**src/rtl/atx_pkg.sv**
```systemverilog
package atx_pkg;

  typedef enum logic [1:0] {
    OP_SWAP     = 2'd0,
    OP_FADD     = 2'd1,
    OP_CAS      = 2'd2,
    OP_CAS_WIDE = 2'd3
  } atx_op_e;

  typedef enum logic [2:0] {
    ST_IDLE  = 3'd0,
    ST_READ  = 3'd1,
    ST_WAIT  = 3'd2,
    ST_WRITE = 3'd3,
    ST_DONE  = 3'd4
  } atx_state_e;

  // packed MSB first: bit4 of, bit3 sf, bit2 zf, bit1 pf, bit0 cf
  typedef struct packed {
    logic of;
    logic sf;
    logic zf;
    logic pf;
    logic cf;
  } atx_flags_t;

  localparam int FLAG_W = 5;

endpackage

```
**src/rtl/atx_flagcalc.sv**
```systemverilog
module atx_flagcalc #(
  parameter int W = 32
) (
  input  logic [W-1:0]        a,
  input  logic [W-1:0]        b,
  input  logic                sub,
  output logic [W-1:0]        result,
  output atx_pkg::atx_flags_t flags
);
  logic [W:0] ext;
  logic       sign_a, sign_b, sign_r;

  always_comb begin
    if (sub) ext = {1'b0, a} - {1'b0, b};
    else     ext = {1'b0, a} + {1'b0, b};
    result = ext[W-1:0];
    sign_a = a[W-1];
    sign_b = b[W-1];
    sign_r = ext[W-1];
    flags.cf = ext[W];
    flags.zf = (ext[W-1:0] == '0);
    flags.sf = sign_r;
    flags.pf = ~^ext[7:0];
    if (sub) flags.of = (sign_a != sign_b) && (sign_r != sign_a);
    else     flags.of = (sign_a == sign_b) && (sign_r != sign_a);
  end
endmodule

```
**src/rtl/atx_datapath.sv**
```systemverilog
module atx_datapath #(
  parameter int DW = 64
) (
  input  atx_pkg::atx_op_e    op,
  input  logic [DW-1:0]       reg_op,
  input  logic [DW-1:0]       acc_op,
  input  logic [DW-1:0]       mem_word,
  output logic [DW-1:0]       wdata,
  output logic [DW-1:0]       res_reg,
  output logic [DW-1:0]       res_acc,
  output atx_pkg::atx_flags_t flags
);
  import atx_pkg::*;
  localparam int HW = DW / 2;

  logic [HW-1:0] mem_hi, mem_lo, reg_hi, reg_lo, acc_hi, acc_lo;
  logic [HW-1:0] alu_a, alu_b, alu_res;
  logic          alu_sub, wide_hit;
  atx_flags_t    alu_flags, wide_flags;

  assign {mem_hi, mem_lo} = mem_word;
  assign {reg_hi, reg_lo} = reg_op;
  assign {acc_hi, acc_lo} = acc_op;

  // one shared adder: sum for fetch-add, acc - mem for the compares
  assign alu_sub = (op != OP_FADD);
  assign alu_a   = alu_sub ? acc_lo : mem_lo;
  assign alu_b   = alu_sub ? mem_lo : reg_lo;

  atx_flagcalc #(.W(HW)) u_alu (
    .a      (alu_a),
    .b      (alu_b),
    .sub    (alu_sub),
    .result (alu_res),
    .flags  (alu_flags)
  );

  assign wide_hit   = (acc_op == mem_word);
  assign wide_flags = '{of: 1'b0, sf: 1'b0, zf: wide_hit, pf: 1'b0, cf: 1'b0};

  always_comb begin
    wdata   = mem_word;
    res_reg = reg_op;
    res_acc = acc_op;
    flags   = '0;
    unique case (op)
      OP_SWAP: begin
        wdata   = {mem_hi, reg_lo};
        res_reg = {reg_hi, mem_lo};
      end
      OP_FADD: begin
        wdata   = {mem_hi, alu_res};
        res_reg = {reg_hi, mem_lo};
        flags   = alu_flags;
      end
      OP_CAS: begin
        flags = alu_flags;
        if (alu_flags.zf) wdata   = {mem_hi, reg_lo};
        else              res_acc = {acc_hi, mem_lo};
      end
      OP_CAS_WIDE: begin
        flags = wide_flags;
        if (wide_hit) wdata   = reg_op;
        else          res_acc = mem_word;
      end
      default: ;
    endcase
  end
endmodule

```
**src/rtl/atx_seq.sv**
```systemverilog
module atx_seq (
  input  logic clk,
  input  logic rst_n,
  input  logic start,
  input  logic mem_ack,
  input  logic mem_rvalid,
  output logic idle,
  output logic mem_req,
  output logic mem_we,
  output logic lock,
  output logic done,
  output logic take_rdata
);
  import atx_pkg::*;
  atx_state_e state, state_nx;

  always_comb begin
    state_nx = state;
    unique case (state)
      ST_IDLE:  if (start)      state_nx = ST_READ;
      ST_READ:  if (mem_ack)    state_nx = ST_WAIT;
      ST_WAIT:  if (mem_rvalid) state_nx = ST_WRITE;
      ST_WRITE: if (mem_ack)    state_nx = ST_DONE;
      ST_DONE:                  state_nx = ST_IDLE;
      default:                  state_nx = ST_IDLE;
    endcase
  end

  always_ff @(posedge clk or negedge rst_n) begin
    if (!rst_n) state <= ST_IDLE;
    else        state <= state_nx;
  end

  assign idle       = (state == ST_IDLE);
  assign mem_req    = (state == ST_READ) || (state == ST_WRITE);
  assign mem_we     = (state == ST_WRITE);
  assign lock       = (state == ST_READ) || (state == ST_WAIT) || (state == ST_WRITE);
  assign done       = (state == ST_DONE);
  assign take_rdata = (state == ST_WAIT) && mem_rvalid;
endmodule

```
**src/rtl/atx_engine.sv**
```systemverilog
module atx_engine #(
  parameter int AW = 16,
  parameter int DW = 64
) (
  input  logic          clk,
  input  logic          rst_n,
  input  logic          req_valid,
  output logic          req_ready,
  input  logic [1:0]    req_op,
  input  logic [AW-1:0] req_addr,
  input  logic [DW-1:0] req_reg,
  input  logic [DW-1:0] req_acc,
  output logic          busy,
  output logic          mem_req,
  output logic          mem_we,
  output logic [AW-1:0] mem_addr,
  output logic [DW-1:0] mem_wdata,
  input  logic          mem_ack,
  input  logic          mem_rvalid,
  input  logic [DW-1:0] mem_rdata,
  output logic          mem_lock,
  output logic          done,
  output logic [DW-1:0] res_reg,
  output logic [DW-1:0] res_acc,
  output logic [4:0]    res_flags
);
  import atx_pkg::*;

  logic          idle, start, take_rdata;
  atx_op_e       op_q;
  logic [AW-1:0] addr_q;
  logic [DW-1:0] reg_q, acc_q, rdata_q;
  atx_flags_t    flags_w;

  assign start     = req_valid && idle;
  assign req_ready = idle;
  assign busy      = !idle;

  atx_seq u_seq (
    .clk        (clk),
    .rst_n      (rst_n),
    .start      (start),
    .mem_ack    (mem_ack),
    .mem_rvalid (mem_rvalid),
    .idle       (idle),
    .mem_req    (mem_req),
    .mem_we     (mem_we),
    .lock       (mem_lock),
    .done       (done),
    .take_rdata (take_rdata)
  );

  always_ff @(posedge clk or negedge rst_n) begin
    if (!rst_n) begin
      op_q    <= OP_SWAP;
      addr_q  <= '0;
      reg_q   <= '0;
      acc_q   <= '0;
      rdata_q <= '0;
    end else begin
      if (start) begin
        op_q   <= atx_op_e'(req_op);
        addr_q <= req_addr;
        reg_q  <= req_reg;
        acc_q  <= req_acc;
      end
      if (take_rdata) rdata_q <= mem_rdata;
    end
  end

  assign mem_addr = addr_q;

  atx_datapath #(.DW(DW)) u_dp (
    .op       (op_q),
    .reg_op   (reg_q),
    .acc_op   (acc_q),
    .mem_word (rdata_q),
    .wdata    (mem_wdata),
    .res_reg  (res_reg),
    .res_acc  (res_acc),
    .flags    (flags_w)
  );

  assign res_flags = flags_w;
endmodule

```
**config.mk**
```make
export PLATFORM = sky130hd
export DESIGN_NAME = atx_engine
export DESIGN_NICKNAME = d
export VERILOG_FILES = /design/src/rtl/atx_pkg.sv /design/src/rtl/atx_flagcalc.sv /design/src/rtl/atx_datapath.sv /design/src/rtl/atx_seq.sv /design/src/rtl/atx_engine.sv
export SDC_FILE = /design/constraint.sdc
export NUM_CORES = 1
export LEC_CHECK = 0
export BUFFER_PORTS_ARGS = -buffer_cell sky130_fd_sc_hd__buf_2
export CORE_UTILIZATION = 35
export DETAILED_ROUTE_END_ITERATION = 8
export PLACE_DENSITY = 0.6
export SYNTH_ARGS = -nofsm -noshare
export SYNTH_HDL_FRONTEND = slang
export SYNTH_SLANG_ARGS = --single-unit
```
**constraint.sdc**
```tcl
create_clock -name clk -period 8 [get_ports clk]
set_input_delay 0.8 -clock clk [delete_from_list [all_inputs] [get_ports clk]]
set_output_delay 0.8 -clock clk [all_outputs]
set_load 0.05 [all_outputs]
```
Yosys cells after proc, flatten, opt, wreduce, memory -nomap -nowiden
Index checks and enable logic that the tools add are counted.

Output and inout port bits: 219. Register bits after elaboration: 213. Input bits: 215.

Add/subtract/negate cells: 2. Reduce and logical (&&, ||, !) cells: 15. Equality and inequality tests: 16. Mux-type cells: 17.

Operator list (number): $pmux 64 s4 (1); $mux 32 (5); $mux 64 (2); $pmux 64 s2 (1); $eq 64x64->1 (1); $add 32x32->33 (1); $mux 33 (1); $sub 32x32->33 (1); $logic_not 32->1 (1); $mux 3 (4); $pmux 3 s4 (1); $pmux 5 s2 (1); $reduce_xnor 8->1 (1); $eq 3x2->1 const B (2); $ne 2x1->1 const B (3); $eq 2x2->1 const B (2); $logic_and 1x1->1 (4); $ne 2x2->1 const B (2); $reduce_and 4->1 (1); $reduce_or 2->1 (2); $eq 3x1->1 const B (1); $eq 3x3->1 const B (1); $logic_not 3->1 (1); $logic_or 1x1->1 (3); 6 further kinds (7).

Depth between registers and ports, before layout
Depth in word-level cells: 8. Mapped depth: 34.

Hierarchy
A second synthesis with hierarchy kept.

Cells, all modules: 1429. Area, all modules: 15917.8 µm².

By module, submodules not included: atx_engine (area an instance 8363.0 µm², seq. area each 5255.0 µm², cells each 445, instances 1); atx_datapath (area an instance 4645.7 µm², seq. area each 0.0 µm², cells each 558, instances 1); atx_flagcalc (area an instance 2727.6 µm², seq. area each 0.0 µm², cells each 407, instances 1); atx_seq (area an instance 181.4 µm², seq. area each 75.1 µm², cells each 19, instances 1).

Worst setup path before layout
No wires, ideal clock.

Path kind: register -> output. From: register op_q[1]. To: output port res_acc[0]. Cell stages (with the launch flop): 34. Data arrival time: 7.616 ns. Setup slack: -0.416 ns. Buffers on the path: 8. Cell sequence: dfrtp_1 -> inv_1 -> ha_1 -> clkbuf_1 -> clkbuf_1 -> buf_1 -> clkbuf_1 -> clkbuf_1 -> mux2_2 -> inv_1 -> ha_1 -> o2111ai_1 -> nor2_1 -> nand3_1 -> or2_2 -> nor2_1 -> o21ai_0 -> nor2_1 -> xnor2_1 -> a21oi_1 -> ha_1 -> clkbuf_1 -> a21oi_1 -> o21ai_0 -> a31oi_1 -> o21ai_0 -> or4_1 -> nand4_1 -> nand2_1 -> and4b_1 -> buf_6 -> buf_12 -> mux2i_1 -> o21ai_0.

Word-level cells in the longest chain between the ends: 7. Elaborated cells between the ends (all ways): 11. Classes of those cells: 2 x add/sub; 3 x eq/ne; 5 x mux; 1 x reduce/logical.

RTL lines: from (decl) (line atx_engine.sv:30) `atx_op_e op_q;`; from (signal assigned) (line atx_engine.sv:62) `op_q <= atx_op_e'(req_op);`; $ne 2x1->1 (line atx_datapath.sv:26) `assign alu_sub = (op != OP_FADD);`; $mux 32 (on tied branches) (line atx_datapath.sv:27, atx_datapath.sv:28); $add 32x32->33 or $sub 32x32->33 (tied branches) (line atx_flagcalc.sv:15, atx_flagcalc.sv:14); $mux 33 (line atx_flagcalc.sv:14) `if (sub) ext = {1'b0, a} - {1'b0, b};`; $logic_not 32->1 (line atx_flagcalc.sv:21) `flags.zf = (ext[W-1:0] == '0);`; $mux 32 (line atx_datapath.sv:58) `if (alu_flags.zf) wdata = {mem_hi, reg_lo};`; $pmux 64 s2 (*) (line atx_datapath.sv:46) `unique case (op)`; to (decl) (line atx_engine.sv:24) `output logic [DW-1:0] res_acc,`.

Mark *: on every way between the ends. The rest lies on a longest branch, timed or not.

Final worst setup path
From: register op_q[1]. To: output port res_acc[14].

Same word-level chain as after synthesis.

==> results.txt <==
TritonCTS created 25 clock buffers. The growth of design area from synthesis to finish was 23.6%; the detailed placer's ending HPWL was 47,700 µm. In the routed layout, each cell is associated on average with a via count of 5.66. Synthesis inferred 213 register bits. The filler cell count in the final layout is 4,423, and the die area is 0.0454 mm². The run gives 13,988 as the via count of the first global-routing pass. Nature of the critical path startpoint: a flop. For the clock network latency to the later pin of the worst-skew pair, the log shows 580 ps. The yosys synthesis warning count came out at 0. The number of endpoints with negative hold slack in the final report was 0. Across the run, the number of max-cap violations was 0. The largest net degree at the start of global routing is 85, and the count of antenna-violating nets left after detailed routing is 0. The final-report setup violation count is 0, and the met2 layer wire length in the routed design is 29,800 µm. The first global-routing pass estimated 90,900 µm of wire. The type of element capturing the critical path is an output pin. The total count of max-transition violations in the final report came out at 0. The via count is 14,053, and the transition time at the pin with the least slew margin is 1090 ps. The CTS H-tree depth was 1; the routed wire length was 62,800 µm. The post-route netlist has 47.2% of its cells at a drive strength greater than 1. Count of hold buffers inserted by post-cts repair: 0. The type of the most critical hold path is in2async. 434 I/O pins were placed. Clock-pin slew was measured on the worst setup and hold paths at 60 ps.

The maximum root-to-sink buffer count is 3. TritonCTS built the clock tree. The flow ran to the end, and the final reports show no timing, DRC or antenna violations. The floorplan step set the die width to 213 µm. The number of detailed-route iterations in the first pass was 5; the detailed-route DRC error count was 0. After the last flow step, the layout net total stands at 2,124.

The part of the Yosys area used for sequential elements was 34.2%; the total routing usage reported by global routing was 27.0%. Dividing the detail-routed wire length by the instance count gives 25.3 µm. The die is 213 µm tall. Setup total negative slack on the finished layout was measured at 0 ps. The minimum clock period is 7820 ps. The largest fanout of any net on the critical path works out to 13. The initial antenna violation count was 11; the core region area was 0.0441 mm². The top layer used by detailed routing was met5. The tools report the post-synthesis cell count as 1,515. Clock tree synthesis selected as its root buffer the cell clkbuf_16. For the headroom to the max-slew limit, the log shows 27.2%. Data arrives at the worst endpoint at 7020 ps.

After floorplanning, the core was divided into 77 placement rows. Based on the critical path, the design can be clocked at up to 128 MHz. The number of synthesized flops with an enable pin is 0. The share of the clock period used by the worst path is 97.7%, and the initial core utilization is 35.4%. The setup skew after layout was 24.8 ps. The leading register cell type out of synthesis was dfrtp_1. The logs give 1,773 for the synthesized net count and 76 for the unique cell type count in the Yosys netlist. Of all flip-flops after synthesis, the portion carrying an async set or reset was 100%. The required time of the critical path was 7200 ps. The critical path class was reg2out. Dividing the synthesized area by the synthesized cell count gives 10.3 µm².

CTS saw 213 sinks. The run gives 0 as the global-route congestion overflow total. Setup repair after global routing left no endpoint under its margin. The routed length on met3 was 4800 µm; the length of routed wiring on met1 was 25,900 µm.

The first routing iteration left 843 violations. The run gives 0.0156 mm² as the post-synthesis instance area. Placer congestion estimate: 0.919.

During placement, the flow inserted port buffers numbering 433.
[per-stage QoR]
stage | utilization, % | area (µm²) | hold slack, ps | setup WS (ps) | instances
finish | 43.7 | 19300 | 209 | 181 | 2484
floorplan | - | 15800 | 504 | -38.8 | 1515
global route | 43.7 | 19300 | 266 | 7.62 | 2480
detailed placement | 41.5 | 18300 | 493 | 507 | 2425
global placement | 41.5 | 18300 | 486 | 643 | 2425
CTS | 43.5 | 19200 | 227 | 110 | 2470
[Yosys cell counts, types with 4 or more instances]
library cell / number / share of area [%]
nand4_1: 11 / 0.44
mux2i_1: 36 / 2.3
a2bb2oi_1: 30 / 1.7
xnor2_1: 34 / 1.9
dfrtp_1: 213 / 34
buf_6: 6 / 0.43
a21oi_1: 90 / 2.9
buf_1: 10 / 0.24
nor3b_1: 5 / 0.24
inv_1: 20 / 0.48
a211o_1: 6 / 0.34
clkbuf_1: 97 / 2.3
a211oi_1: 15 / 0.72
a21o_1: 10 / 0.48
o21ai_0: 58 / 1.9
buf_2: 9 / 0.29
o21bai_1: 8 / 0.38
mux2_2: 301 / 22
nor3_1: 34 / 1.1
nand2_1: 35 / 0.84
nor4_1: 20 / 0.80
nor2b_1: 13 / 0.52
a221oi_1: 20 / 1.1
buf_4: 34 / 1.6
o21a_1: 9 / 0.43
a22o_1: 94 / 5.3
and2_1: 4 / 0.16
and3_1: 4 / 0.16
or3_1: 10 / 0.40
a31oi_1: 5 / 0.20
nor2_1: 64 / 1.5
nand3_1: 8 / 0.26
xor2_1: 83 / 4.7
o21ai_1: 5 / 0.16
a2111oi_0: 4 / 0.22
ha_1: 42 / 3.4
nand2b_1: 10 / 0.40
o2111ai_1: 4 / 0.22
[cell families after synthesis]
group	share of synthesized area, %
xor gates and xnor gates	6.57
DFF	34.2
muxes	24.2
adders and majority gates	3.50
AOI/OAI and AO/OA	18.3
buffers and inverters	5.67
and+or+nand+nor	7.64
[final timing paths]
check	slack, ps	startpoint	cells after the start	end
worst max-delay path	180	op_q[1]$_DFFE_PN0P_	23	res_acc[14]
worst min register to register	510	mem_addr[6]$_DFFE_PN0P_	1	mem_addr[6]$_DFFE_PN0P_
worst max register to register	4910	u_seq.state[2]$_DFFE_PN0P_	5	mem_addr[5]$_DFFE_PN0P_
worst min-delay path	210	rst_n	1	reg_q[36]$_DFFE_PN0P_
max in group asynchronous	6370	rst_n	2	acc_q[24]$_DFFE_PN0P_
min in group clk	450	mem_ack	2	u_seq.state[0]$_DFFE_PN0P_
[cell type report]
type / instances / area, µm² / share of cell area [%]
diodes: 9 / 22.5 / 0.117
clock buffers: 33 / 706 / 3.66
clock inverters: 11 / 135 / 0.701
inverters: 20 / 75.1 / 0.389
multi-input cells: 1123 / 9670 / 50.2
flip-flops and latches: 213 / 5330 / 27.6
well taps: 592 / 741 / 3.84
repair buffers: 483 / 2600 / 13.5
[metal layers]
| metal | GRT usage, % | vias up |
|---|---|---|
| li1 | - | 6369 |
| met1 | 34.9 | 7005 |
| met2 | 44.3 | 564 |
| met3 | 6.03 | 109 |
| met4 | 9.29 | 6 |
| met5 | 0 | - |
[flip-flops by register name, summed over array words and instances (netlist names)]
| register | count |
|---|---|
| acc_q | 64 |
| rdata_q | 64 |
| reg_q | 64 |
| mem_addr | 16 |
| u_seq.state | 3 |
| op_q | 2 |
[timing repair]
action / CTS / global route
gates resized for setup: 3 / 9
setup buffers: 1 / 5
endpoints found under the setup margin: 46 / 65
[worst max-delay path, cell delays in order (launching register included)]
cell and delay (ps):
dfrtp_1 400, inv_1 170, ha_4 280, mux2_2 380, inv_1 60, ha_1 190
inv_1 70, or3_1 360, xor2_1 200, mux2i_1 110, ha_1 380, a21o_1 230
a221o_1 490, xnor2_1 320, ha_1 200, nand4_1 130, a2111oi_2 460, o2111ai_1 250
nor4_2 390, and4b_2 390, buf_4 200, a21o_4 220, a22o_1 260, buf_2 300
[cell usage in the layout, fill, tap and decap left out, types with 12 or more instances in the layout]
master,count
a2bb2oi_2,32
mux2i_1,36
a21oi_1,90
nand2_1,35
nor4_1,19
nor2_1,61
a211oi_1,15
buf_2,429
ha_1,39
buf_4,47
nor2b_1,12
mux2_2,301
inv_1,20
xor2_1,83
a22o_1,94
xnor2_1,34
a221oi_1,20
o21ai_0,54
clkbuf_16,25
nor3_1,33
dfrtp_1,213
Power is not shown: default switching activity piles up to over one toggle a cycle in this logic, so the estimate is an artifact.
